## src/rtl/ioc_sync.sv

```systemverilog
module ioc_sync #(
    parameter int W      = 16,
    parameter int STAGES = 2
) (
    input  logic         clk,
    input  logic [W-1:0] d,
    output logic [W-1:0] q
);
    logic [W-1:0] stg [STAGES];

    always_ff @(posedge clk) begin
        stg[0] <= d;
        for (int k = 1; k < STAGES; k++) begin
            stg[k] <= stg[k-1];
        end
    end

    assign q = stg[STAGES-1];
endmodule

```

## src/rtl/ioc_port_snap.sv

```systemverilog
module ioc_port_snap #(
    parameter int PW = 8
) (
    input  logic          clk,
    input  logic          rst,
    input  logic          rd,
    input  logic [PW-1:0] live,
    input  logic [PW-1:0] dir,
    output logic [PW-1:0] snap,
    output logic          differs
);
    always_ff @(posedge clk) begin
        if (rst || rd) begin
            snap <= live;
        end
    end

    assign differs = |((live ^ snap) & dir);
endmodule

```

## src/rtl/ioc_irq_reduce.sv

```systemverilog
module ioc_irq_reduce #(
    parameter int NP = 2
) (
    input  logic          clk,
    input  logic          rst,
    input  logic [NP-1:0] port_diff,
    output logic          pull
);
    always_ff @(posedge clk) begin
        if (rst) begin
            pull <= 1'b0;
        end else begin
            pull <= |port_diff;
        end
    end
endmodule

```

## src/rtl/ioc_change_irq.sv

```systemverilog
module ioc_change_irq #(
    parameter int NP          = 2,
    parameter int PW          = 8,
    parameter int SYNC_STAGES = 2
) (
    input  logic             clk,
    input  logic             rst,
    input  logic [NP*PW-1:0] pin_level_i,
    input  logic [NP*PW-1:0] dir_in_i,
    input  logic [NP-1:0]    port_rd_i,
    output logic             irq_pull_o
);
    localparam int NBITS = NP * PW;

    logic [NBITS-1:0] pin_sync;
    logic [NBITS-1:0] snap_flat;
    logic [NP-1:0]    port_diff;

    ioc_sync #(.W(NBITS), .STAGES(SYNC_STAGES)) u_sync (
        .clk (clk),
        .d   (pin_level_i),
        .q   (pin_sync)
    );

    for (genvar p = 0; p < NP; p++) begin : g_port
        ioc_port_snap #(.PW(PW)) u_snap (
            .clk     (clk),
            .rst     (rst),
            .rd      (port_rd_i[p]),
            .live    (pin_sync[p*PW +: PW]),
            .dir     (dir_in_i[p*PW +: PW]),
            .snap    (snap_flat[p*PW +: PW]),
            .differs (port_diff[p])
        );
    end

    ioc_irq_reduce #(.NP(NP)) u_irq (
        .clk       (clk),
        .rst       (rst),
        .port_diff (port_diff),
        .pull      (irq_pull_o)
    );
endmodule

```

## config.mk

```make
export PLATFORM = sky130hd
export DESIGN_NAME = ioc_change_irq
export DESIGN_NICKNAME = d
export VERILOG_FILES = /design/src/rtl/ioc_sync.sv /design/src/rtl/ioc_port_snap.sv /design/src/rtl/ioc_irq_reduce.sv /design/src/rtl/ioc_change_irq.sv
export SDC_FILE = /design/constraint.sdc
export NUM_CORES = 1
export LEC_CHECK = 0
export ABC_CLOCK_PERIOD_IN_PS = 2120
export BUFFER_PORTS_ARGS = -buffer_cell sky130_fd_sc_hd__buf_4
export CORE_MARGIN = 2
export CORE_UTILIZATION = 50
export CTS_CLUSTER_SIZE = 40
export DETAILED_ROUTE_END_ITERATION = 7
export PLACE_DENSITY_LB_ADDON = 0.12
export SLEW_MARGIN = 5
export SYNTH_ARGS = -nofsm -noshare
export SYNTH_HDL_FRONTEND = slang
export SYNTH_SLANG_ARGS = --single-unit
```

## constraint.sdc

```tcl
create_clock -name clk -period 2.12 [get_ports clk]
set_input_delay 0.212 -clock clk [delete_from_list [all_inputs] [get_ports clk]]
set_output_delay 0.212 -clock clk [all_outputs]
set_load 0.005 [all_outputs]
```

Word level (Yosys, flattened, before mapping) --
Memories as Yosys holds them, arrays and structs flattened. Index checks and enable logic that the tools add are counted.
Word-level totals: flip-flop bits (word level) 17, bits of input ports 36, memories 1, RAM bits 32
Memory list:
- u_sync.stg | words 2, width 16, rd ports 2, clocked after memory_dff 0, write ports 2, RTL line ioc_sync.sv:9 | logic [W-1:0] stg [STAGES];
Operators by class: reduce and logical (&&, ||, !) cells 3, bitwise operators 4
Operators by type and width (number):
- AND 8 bit | 2
- OR reduction 16 bit | 1
- XOR 8 bit | 2
- logical OR 1 bit | 2

Logic depth before layout (Yosys ltp) --
Gate-level depths: netlist of run 1.
word-level depth 3, depth in mapped cells 4, depth with buffers taken out 4

Cells and area by module --
From an unflattened synthesis of run 1, not the netlist that was laid out.
Second synthesis, totals: cells, all modules 94, area, all modules 1496.4 um^2
By module, submodules not included:
- ioc_sync | cells each 48, instances 1, area an instance 760.7 um^2
- ioc_port_snap | cells each 22, instances 2, area an instance 352.8 um^2
- ioc_irq_reduce | cells each 2, instances 1, area an instance 30.0 um^2

Least setup slack after synthesis of run 1 --
No wires, ideal clock.
path kind register to register, start point reg g_port[0].u_snap.snap[0], end point reg u_irq.pull, data required time 1993 ps, arrival time 991 ps, cell stages (with the launch flop) 5, buffers on the path 0, setup slack 1002 ps, library setup time 127 ps, cell sequence edfxtp_1 > xor2_1 > a22o_1 > a221oi_2 > a31oi_1
On the way: longest elaborated chain between the ends 3
RTL lines:
- start, declared | RTL line ioc_port_snap.sv:9 | output logic [PW-1:0] snap,
- start signal, assigned | RTL line ioc_port_snap.sv:14 | snap <= live;
- XOR 8 bit | RTL line ioc_port_snap.sv:18 | assign differs = |((live ^ snap) & dir);
- AND 8 bit | RTL line ioc_port_snap.sv:18
- OR reduction 16 bit | RTL line ioc_irq_reduce.sv:13 | pull <= |port_diff;
- end signal, assigned | RTL line ioc_irq_reduce.sv:13
- end, declared | RTL line ioc_irq_reduce.sv:7 | output logic pull
Every way passes these cells. A chain may end at the register's enable or synchronous reset.

Final worst setup path of run 1 --
start point reg g_port[1].u_snap.snap[5], end point reg u_irq.pull
On the way: longest elaborated chain between the ends 3
RTL lines (RTL line):
- start, declared | ioc_port_snap.sv:9
- start signal, assigned | ioc_port_snap.sv:14
- XOR 8 bit | ioc_port_snap.sv:18
- AND 8 bit | ioc_port_snap.sv:18
- OR reduction 16 bit | ioc_irq_reduce.sv:13
Every way passes these cells.

==> results_dict.tcl, run 1 <==
set metrics [dict create \
    fin_crit_sh_pct 58.2 \
    grt_max_degree 17 \
    tightestPinTransition_ns 0.234 \
    comb_power_share_pct 7.4 \
    synth_top_cell_by_area "dfxtp_1" \
    gr-total-overflow 0 \
    rows 19 \
    yosys-top-cells-count "dfxtp_1 (33), edfxtp_1 (16), xor2_1 (16)" \
    dr.pass1.iters 4 \
    path_cells "xor2_1 > a22o_1 > a221oi_2 > a31oi_1" \
    fillCellCount 170 \
    syn_nets 113 \
    r2r_cells 4 \
    cts_root_buffer "clkbuf_4" \
    holdCritPathClass "primary input to register" \
    syn_avg_cell_area_um2 18.0 \
    crit_slowest_cell "edfxtp_1" \
    async_reset_ff_share_pct 0 \
    min_path_cells 3 \
    finalNetCount 173 \
    dieArea_um2 3210 \
    first_global_vias 848 \
    wire_per_inst_um 12.0 \
    multi_input_area_um2 245 \
    setup_violations 0 \
    yosysWarnings 0 \
    synth_most_common_cell "dfxtp_1" \
    via_per_inst 4.69 \
    status "completed" \
    skew_ns 0.00485 \
    max_freq_ghz 0.810 \
    switching_share_pct 18.5 \
    synth_area_um2 1390 \
    power_density_nw_per_um2 930 \
    clkSinkCount 49 \
    synth_edf_count 16 \
    insertion_delay_ns 0.35 \
    path_max_fanout 1 \
    area_growth_pct 42.2 \
    start_util_pct 51.6 \
    start_kind "register" \
    num_antenna_cells 0 \
    internal_power_mw 1.49 \
    ys_seq_area_share_pct 82.3 \
    ys_types 9 \
    period_minus_slack_ns 1.23 \
    cts_tree "built" \
    grt_pass1_wl_mm 3.42 \
    numPortBuffers 36 \
    num_vias 792 \
    die_w_um 56.7 \
    cp_data_arrival_time_ns 1.48 \
    syn_inst 77 \
    path_clk_slew_ns 0.13 \
    synth_top_area_share_pct 47.7 \
    min_from "dir_in_i[11]" \
    layout.cells.non_filler 169 \
    ys_ff_latch 49 \
    pwr-share-seq_pct 57.4 \
    crit_type "register to register" \
    p_leak_nw 0.845 \
    place_congestion 0.735 \
    cp_num_buf_inv 0 \
    drcViolationCount 0 \
    relSlewSlack_pct 84.4 \
    dp_cells 144 \
    hold_viol_final 0 \
    setup_slack_ns 0.885 \
    fin_setup_tns_ns 0 \
    cp-end-kind "register" \
    cts_max_level 2 \
    cp_data_required_time_ns 2.37 \
    dp_slack_ns 0.912 \
    timing.rr.end "u_irq.pull" \
    hpwlAfterDp_mm 1.38 \
    synthFlopType "dfxtp_1" \
    max_cap_violations 0 \
    synthTopCellsByArea "dfxtp_1 (48%), edfxtp_1 (35%), xor2_1 (10%)" \
    regArea_um2 1140 \
    crit_family "compound AO/OA/AOI/OAI gates" \
    cts_buffers 5 \
    core_area_um2 2690 \
    routed_wl_mm 2.03 \
    critical_path.max_stage_delay_ns 0.40 \
    drtIter0Drc 12 \
    rsz0062_at_grt "no" \
    drive_gt1_share_pct 34.8 \
    r2r_slack_ns 0.89 \
    regToRegStartpoint "g_port[1].u_snap.snap[5]" \
    slew_violations 0 \
    cts_setup_buffers 0 \
    postRouteAntennaNets 0 \
    antenna_found_initial 0 \
    p_sw_mw 0.340 \
    clkPwrFrac_pct 35.2 \
    io_pins 37 \
    track_usage_pct 15.6 \
    ir_worst_vdd_uv 774 \
    die_h_um 56.7 \
    clockBufferDepth 2 \
    min_to "u_irq.pull" \
]
[placed cells by master, fill, tap and decap left out]
master | synthesis | routed
buf_4 | 0 | 36
dfxtp_1 | 33 | 33
dlygate4sd3_1 | 0 | 17
xor2_1 | 16 | 16
edfxtp_1 | 16 | 16
clkbuf_4 | 0 | 5
a22oi_1 | 4 | 4
a22o_1 | 2 | 2
a221oi_2 | 2 | 2
or2_2 | 2 | 2
bufinv_16 | 0 | 2
and4_1 | 1 | 1
a31oi_1 | 1 | 1
inv_6 | 0 | 1
[metrics by stage]
stage	cell area (µm²)	hold slack, ns	utilization [%]	total power [mW]
2_1_floorplan	1390	0.240	-	1.12
3_3_place_gp	1700	0.310	63.1	1.18
3_5_place_dp	1700	0.312	63.1	1.19
4_1_cts	1970	0.163	73.4	1.86
5_1_grt	1970	0.171	73.4	1.91
6_report	1970	0.173	73.4	1.83
[metal layers]
metal	up-vias	global-route usage, %	share of wire [%]
li1	394	-	-
met1	368	14.1	37
met2	24	27.4	53
met3	6	6.91	6.2
met4	0	10.2	3.4
met5	-	0	0
[state kept, by name (all words and copies together) (netlist names)]
signal              flops
u_irq.pull              1
g_port.u_snap.snap     16
u_sync.stg             32
[timing repair]
| item | CTS | global route |
|---|---|---|
| hold buffers | 17 | 0 |
| resized for setup | 0 | 0 |
| hold endpoints to repair | 17 | 0 |
| endpoints found under the setup margin | 0 | 0 |
[power groups by stage]
stage                     Sequential (mW)  Combinational [mW]  Clock (mW)
after floorplan                      1.07              0.0500           0
after global placement               1.07               0.109           0
after detailed placement             1.08               0.112           0
after CTS                            1.05               0.138       0.663
after global routing                 1.06               0.148       0.706
final                                1.05               0.135       0.645
[worst max-delay path by stage]
| stage | from | end | slack [ns] | cells after the start |
|---|---|---|---|---|
| floorplan | g_port[0].u_snap.snap[0] | u_irq.pull | 1.00 | 4 |
| CTS | g_port[1].u_snap.snap[5] | u_irq.pull | 0.87 | 4 |
| global route | g_port[1].u_snap.snap[5] | u_irq.pull | 0.81 | 4 |
| finish | g_port[1].u_snap.snap[5] | u_irq.pull | 0.89 | 4 |
| detailed placement | g_port[1].u_snap.snap[5] | u_irq.pull | 0.91 | 4 |
| global placement | g_port[1].u_snap.snap[5] | u_irq.pull | 0.95 | 4 |
[area by class of cell]
cell class	instances	area share (%)
Clock inverter	3	3.49
Timing Repair Buffer	53	22.3
Tap cell	31	1.97
Clock buffer	5	1.90
Sequential cell	49	57.9
Multi-Input combinational cell	28	12.4
[cells by family (layout without fill, tap and decap cells)]
kind of cell / after synthesis / in the layout / synth area share, %
AND/OR/NAND/NOR: 3 / 3 / 1.53
XOR/XNOR: 16 / 16 / 10.1
AO/OA/AOI/OAI: 9 / 9 / 6.05
buffers and inverters: 0 / 61 / 0
flip-flops: 49 / 49 / 82.3
[worst reg2reg max path, delay by kind of cell, from the launching register on]
kind	cells	cell delay, ns
compound gates	3	0.57
xor+xnor	1	0.17
flops	1	0.40
Power figures use the tool's default switching activity.
==> inputs of run 2 (changes only) <==
Settings changed: ABC_AREA set to 1, ABC_CLOCK_PERIOD_IN_PS 2120 to 1300.
Clock period 2.12 ns to 1.3 ns, I/O delays scaled along.
==> run 2 against run 1 <==
Global-route usage is 0.76 points higher. Wire length is 21% higher. Register-to-register slack worse by 0.61 ns. Sequential share of layout area is 2.6 points lower. Critical path depth is 1 lower. Final cell count is 41% higher. Non-clock buffer count stayed put. Design area is 4.7% higher. Clock-buffer cell count is 1 higher. Die area is 9.7% higher. Power is 42% higher. Highest routed layer unchanged. Largest cell class unchanged.
==> results_dict.tcl, run 2 <==
set metrics [dict create \
    synth_most_common_cell "nand2_1" \
    cts_max_level 2 \
    first_global_vias 1024 \
    fin_crit_sh_pct 86.3 \
    cp_data_arrival_time_ns 1.21 \
    tightestPinTransition_ns 0.222 \
    synth_edf_count 16 \
    async_reset_ff_share_pct 0 \
    gr-total-overflow 0 \
    ys_types 9 \
    clkSinkCount 49 \
    synth_area_um2 1530 \
    start_util_pct 51.4 \
    max_freq_ghz 0.891 \
    core_area_um2 2980 \
    rsz0062_at_grt "no" \
    path_max_fanout 8 \
    crit_family "buffers and inverters" \
    cts_buffers 5 \
    antenna_found_initial 0 \
    num_antenna_cells 0 \
    synthFlopType "dfxtp_1" \
    dp_cells 214 \
    numPortBuffers 36 \
    rows 20 \
    place_congestion 0.686 \
    grt_pass1_wl_mm 3.96 \
    layout.cells.non_filler 239 \
    crit_type "primary input to register" \
    cts_tree "built" \
    insertion_delay_ns 0.35 \
    cp_data_required_time_ns 1.39 \
    path_clk_slew_ns 0.12 \
    fillCellCount 229 \
    die_h_um 59.3 \
    ys_ff_latch 49 \
    ir_worst_vdd_uv 829 \
    start_kind "primary input" \
    hold_viol_final 0 \
    mostFrequentLayoutCells "nand2_1 (41), buf_4 (36), dfxtp_1 (33)" \
    largest_register "u_sync.stg" \
    holdCritPathClass "primary input to register" \
    syn_avg_cell_area_um2 10.6 \
    p_leak_nw 1.03 \
    cp_num_buf_inv 2 \
    drive_gt1_share_pct 22.3 \
    synth_top_area_share_pct 43.1 \
    cp-end-kind "register" \
    power_density_nw_per_um2 1260 \
    relSlewSlack_pct 85.2 \
    hpwlAfterDp_mm 1.72 \
    die_w_um 59.3 \
    routed_wl_mm 2.45 \
    syn_inst 145 \
    status "completed" \
    area_growth_pct 34.8 \
    postRouteAntennaNets 0 \
    drtIter0Drc 18 \
    top_regs "u_sync.stg: 32 flops, g_port.u_snap.snap: 16 flops, u_irq.pull: 1 flops" \
    drcViolationCount 0 \
    finalNetCount 241 \
    cts_resized 0 \
    skew_ns 0.00346 \
    cts_root_buffer "clkbuf_4" \
    setup_violations 0 \
    layout_commonest_cell "nand2_1" \
    yosys-top-cells-count "nand2_1 (41), dfxtp_1 (33), inv_1 (30)" \
    io_pins 37 \
    synth_top_cell_by_area "dfxtp_1" \
    clockBufferDepth 2 \
    largest_reg_flops 32 \
    dieArea_um2 3520 \
    crit_slowest_cell "dlygate4sd3_1" \
    fin_setup_tns_ns 0 \
    syn_nets 181 \
    grt_max_degree 15 \
    wire_per_inst_um 10.2 \
    critical_path.max_stage_delay_ns 0.54 \
    ys_seq_area_share_pct 74.5 \
    slew_violations 0 \
    period_minus_slack_ns 1.12 \
    dr.pass1.iters 3 \
    track_usage_pct 16.3 \
    synthTopCellsByArea "dfxtp_1 (43%), edfxtp_1 (31%), nand2_1 (10%)" \
    path_cells "dlygate4sd3_1 > buf_4 > or2_2" \
    num_vias 1058 \
    yosysWarnings 0 \
    via_per_inst 4.43 \
    max_cap_violations 0 \
]
[run 2: path summary, 6_finish.rpt]
| check | from | endpoint | slack, ns | depth (start not counted) |
|---|---|---|---|---|
| setup / recovery | rst | g_port[1].u_snap.snap[7] | 0.18 | 3 |
| hold / removal | dir_in_i[7] | u_irq.pull | 0.20 | 7 |
| setup reg to reg | g_port[0].u_snap.snap[1] | u_irq.pull | 0.28 | 8 |
| hold reg to reg | u_sync.stg[0][10] | u_sync.stg[0][26] | 0.34 | 0 |
[run 2: repair_timing]
| item | 4_1_cts | 5_1_grt |
|---|---|---|
| hold endpoints to repair | 17 | 0 |
| buffers inserted | 0 | 0 |
| hold buffers | 17 | 0 |
| setup endpoints to repair | 0 | 0 |
[run 2: report_power, final]
group | switching (mW) | total (mW) | internal [mW]
Combinational | 0.0863 | 0.231 | 0.145
Clock | 0.435 | 0.642 | 0.207
Sequential | 0.0439 | 1.72 | 1.68
[run 2: logic make-up after synthesis]
logic type             count (synthesis)  synth area share [%]
buffers and inverters                 30                  7.35
AOI/OAI and AO/OA                      1                 0.326
DFF                                   49                  74.5
and+or+nand+nor                       65                  17.8
[run 2: worst reg2reg max path: cells and delay by family (launching register included)]
kind / cells / cell delay [ns]
flip-flops: 1 / 0.43
AND/OR/NAND/NOR: 7 / 0.42
buffers and inverters: 1 / 0.08
[run 2: metal layers]
metal | track usage [%] | wire [µm] | vias to the layer above
li1 | - | - | 564
met1 | 16.0 | 1030 | 463
met2 | 28.9 | 1260 | 24
met3 | 5.24 | 98 | 7
met4 | 10.7 | 64 | 0
met5 | 0 | 0 | -
[run 2: through the flow]
step           hold WS [ns]  total power [mW]  worst slack [ns]  area, µm²  utilization (%)
3_5_place_dp          0.236              1.95             0.270       1840             61.9
3_3_place_gp          0.235              1.94             0.306       1840             61.9
6_report              0.202              2.60             0.178       2060             69.3
5_1_grt               0.221              2.73             0.101       2060             69.3
4_1_cts               0.189              2.63             0.192       2060             69.3
2_1_floorplan         0.158              1.84             0.377       1530                -
[run 2: area by class of cell]
cell class	count	area (µm²)	area share [%]
Clock buffer	6	41.3	2.00
Clock inverter	2	10.0	0.485
Inverter	30	113	5.45
Multi-Input combinational cell	66	278	13.5
Sequential cell	49	1140	55.3
Tap cell	33	41.3	2.00
Timing Repair Buffer	53	440	21.3
==> inputs of run 3 (changes only) <==
Settings changed: BUFFER_PORTS_ARGS -buffer_cell sky130_fd_sc_hd__buf_4 to unset, DONT_BUFFER_PORTS set to 1.
==> run 3 against run 2 <==
Wire length fell by 12%. Non-clock buffer count fell by 36. Clock power rose by 3%. Sequential cell count did not move. Final cell count fell by 15%. Largest power group unchanged.
==> results_dict.tcl, run 3 (synthesized netlist as in run 2, its figures left out) <==
set metrics [dict create \
    area_growth_pct 17.4 \
    cts_tree "built" \
    crit_type "register to register" \
    antenna_found_initial 0 \
    period_minus_slack_ns 1.05 \
    postRouteAntennaNets 0 \
    relSlewSlack_pct 84.5 \
    cts_root_buffer "clkbuf_4" \
    internal_power_mw 2.01 \
    routed_wl_mm 2.15 \
    dr.pass1.iters 2 \
    pwr-share-seq_pct 68.0 \
    clkPwrFrac_pct 26.1 \
    via_per_inst 4.48 \
    cts_max_level 2 \
    setup_slack_ns 0.253 \
    p_leak_nw 0.857 \
    rows 20 \
    first_global_vias 848 \
    num_antenna_cells 0 \
    gr-total-overflow 0 \
    skew_ns 0.00410 \
    p_sw_mw 0.516 \
    core_area_um2 2980 \
    final_util_pct 60.4 \
    fin_setup_tns_ns 0 \
    hold_viol_final 0 \
    dp_cells 178 \
    clockBufferDepth 2 \
    max_freq_ghz 0.955 \
    insertion_delay_ns 0.35 \
    largest_register "u_sync.stg" \
    drcViolationCount 0 \
    place_area_um2 1570 \
    ir_worst_vdd_uv 910 \
    switching_share_pct 20.4 \
    tightestPinTransition_ns 0.233 \
    largest_reg_flops 32 \
    r2r_slack_ns 0.25 \
    start_util_pct 51.4 \
    grt_max_degree 14 \
    max_cap_violations 0 \
    cp_data_required_time_ns 1.56 \
    slew_violations 0 \
    cts_buffers 5 \
    min_path_cells 6 \
    r2r_cells 8 \
    die_h_um 59.3 \
    dieArea_um2 3520 \
    num_vias 904 \
    hpwlAfterDp_mm 1.59 \
    setup_violations 0 \
    fin_crit_sh_pct 80.5 \
    place_congestion 0.663 \
    top_regs "u_sync.stg: 32 flops, g_port.u_snap.snap: 16 flops, u_irq.pull: 1 flops" \
    power_density_nw_per_um2 1410 \
    rsz0062_at_grt "no" \
    cts_resized 0 \
    dp_slack_ns 0.250 \
    cp_data_arrival_time_ns 1.31 \
    io_pins 37 \
    wire_per_inst_um 10.6 \
    whs_ns 0.117 \
    clkSinkCount 49 \
    track_usage_pct 14.2 \
    status "completed" \
    numPortBuffers 0 \
    die_w_um 59.3 \
    design_area_um2 1800 \
    finalNetCount 205 \
    grt_pass1_wl_mm 3.36 \
    layout_commonest_cell "nand2_1" \
    holdCritPathClass "primary input to register" \
    regArea_um2 1140 \
    start_kind "register" \
    drtIter0Drc 9 \
    mostFrequentLayoutCells "nand2_1 (41), dfxtp_1 (33), inv_1 (30)" \
    fillCellCount 248 \
    path_clk_slew_ns 0.12 \
    drive_gt1_share_pct 5.33 \
    path_max_fanout 2 \
    comb_power_share_pct 5.8 \
    finalPower_mw 2.53 \
    multi_input_area_um2 278 \
    cp-end-kind "register" \
    layout.cells.non_filler 202 \
]
## run 3: cell types whose count changed in the layout (fill, tap and decap cells not counted)
cell      previous run  this run
clkbuf_8             0         1
buf_4               36         0
clkinv_2             2         0
## run 3: final timing paths
path	end	startpoint
max	u_irq.pull	g_port[0].u_snap.snap[6]
min	u_irq.pull	dir_in_i[12]
max reg2reg	u_irq.pull	g_port[0].u_snap.snap[6]
min reg2reg	u_sync.stg[0][27]	u_sync.stg[0][11]
## run 3: final cells by class
cell class / count / share of cell area, %
flip-flops and latches: 49 / 63.5
multi-input cells: 66 / 15.4
repair buffers: 17 / 9.46
inverters: 30 / 6.26
clock buffers: 7 / 3.06
well taps: 33 / 2.30
## run 3: worst max-delay path: stages (launching register included)
cell and delay, ns:
edfxtp_1 0.41, inv_1 0.06, nand2_1 0.04, nand3_1 0.06
o21ai_1 0.07, nor2_1 0.13, nand2_1 0.06, nor2_1 0.08
nor2_1 0.04
## run 3: metal layers
metal / wire length (µm) / vias up / track usage (%)
met5: 0 / - / 0
met1: 863 / 383 / 13.0
met4: 65 / 0 / 11.7
met2: 1060 / 25 / 23.4
met3: 155 / 8 / 6.77
li1: - / 488 / -
## run 3: power groups by stage
stage,Clock [mW],Combinational (mW),Sequential (mW)
5_1_grt,0.739,0.171,1.74
3_5_place_dp,0,0.112,1.76
3_3_place_gp,0,0.106,1.75
4_1_cts,0.702,0.152,1.72
2_1_floorplan,0,0.0917,1.75
6_report,0.661,0.147,1.72
## run 3: timing repair
action / in CTS / in global routing
hold buffers: 17 / 0
buffers inserted: 0 / 0
endpoints found under the hold margin: 17 / 0
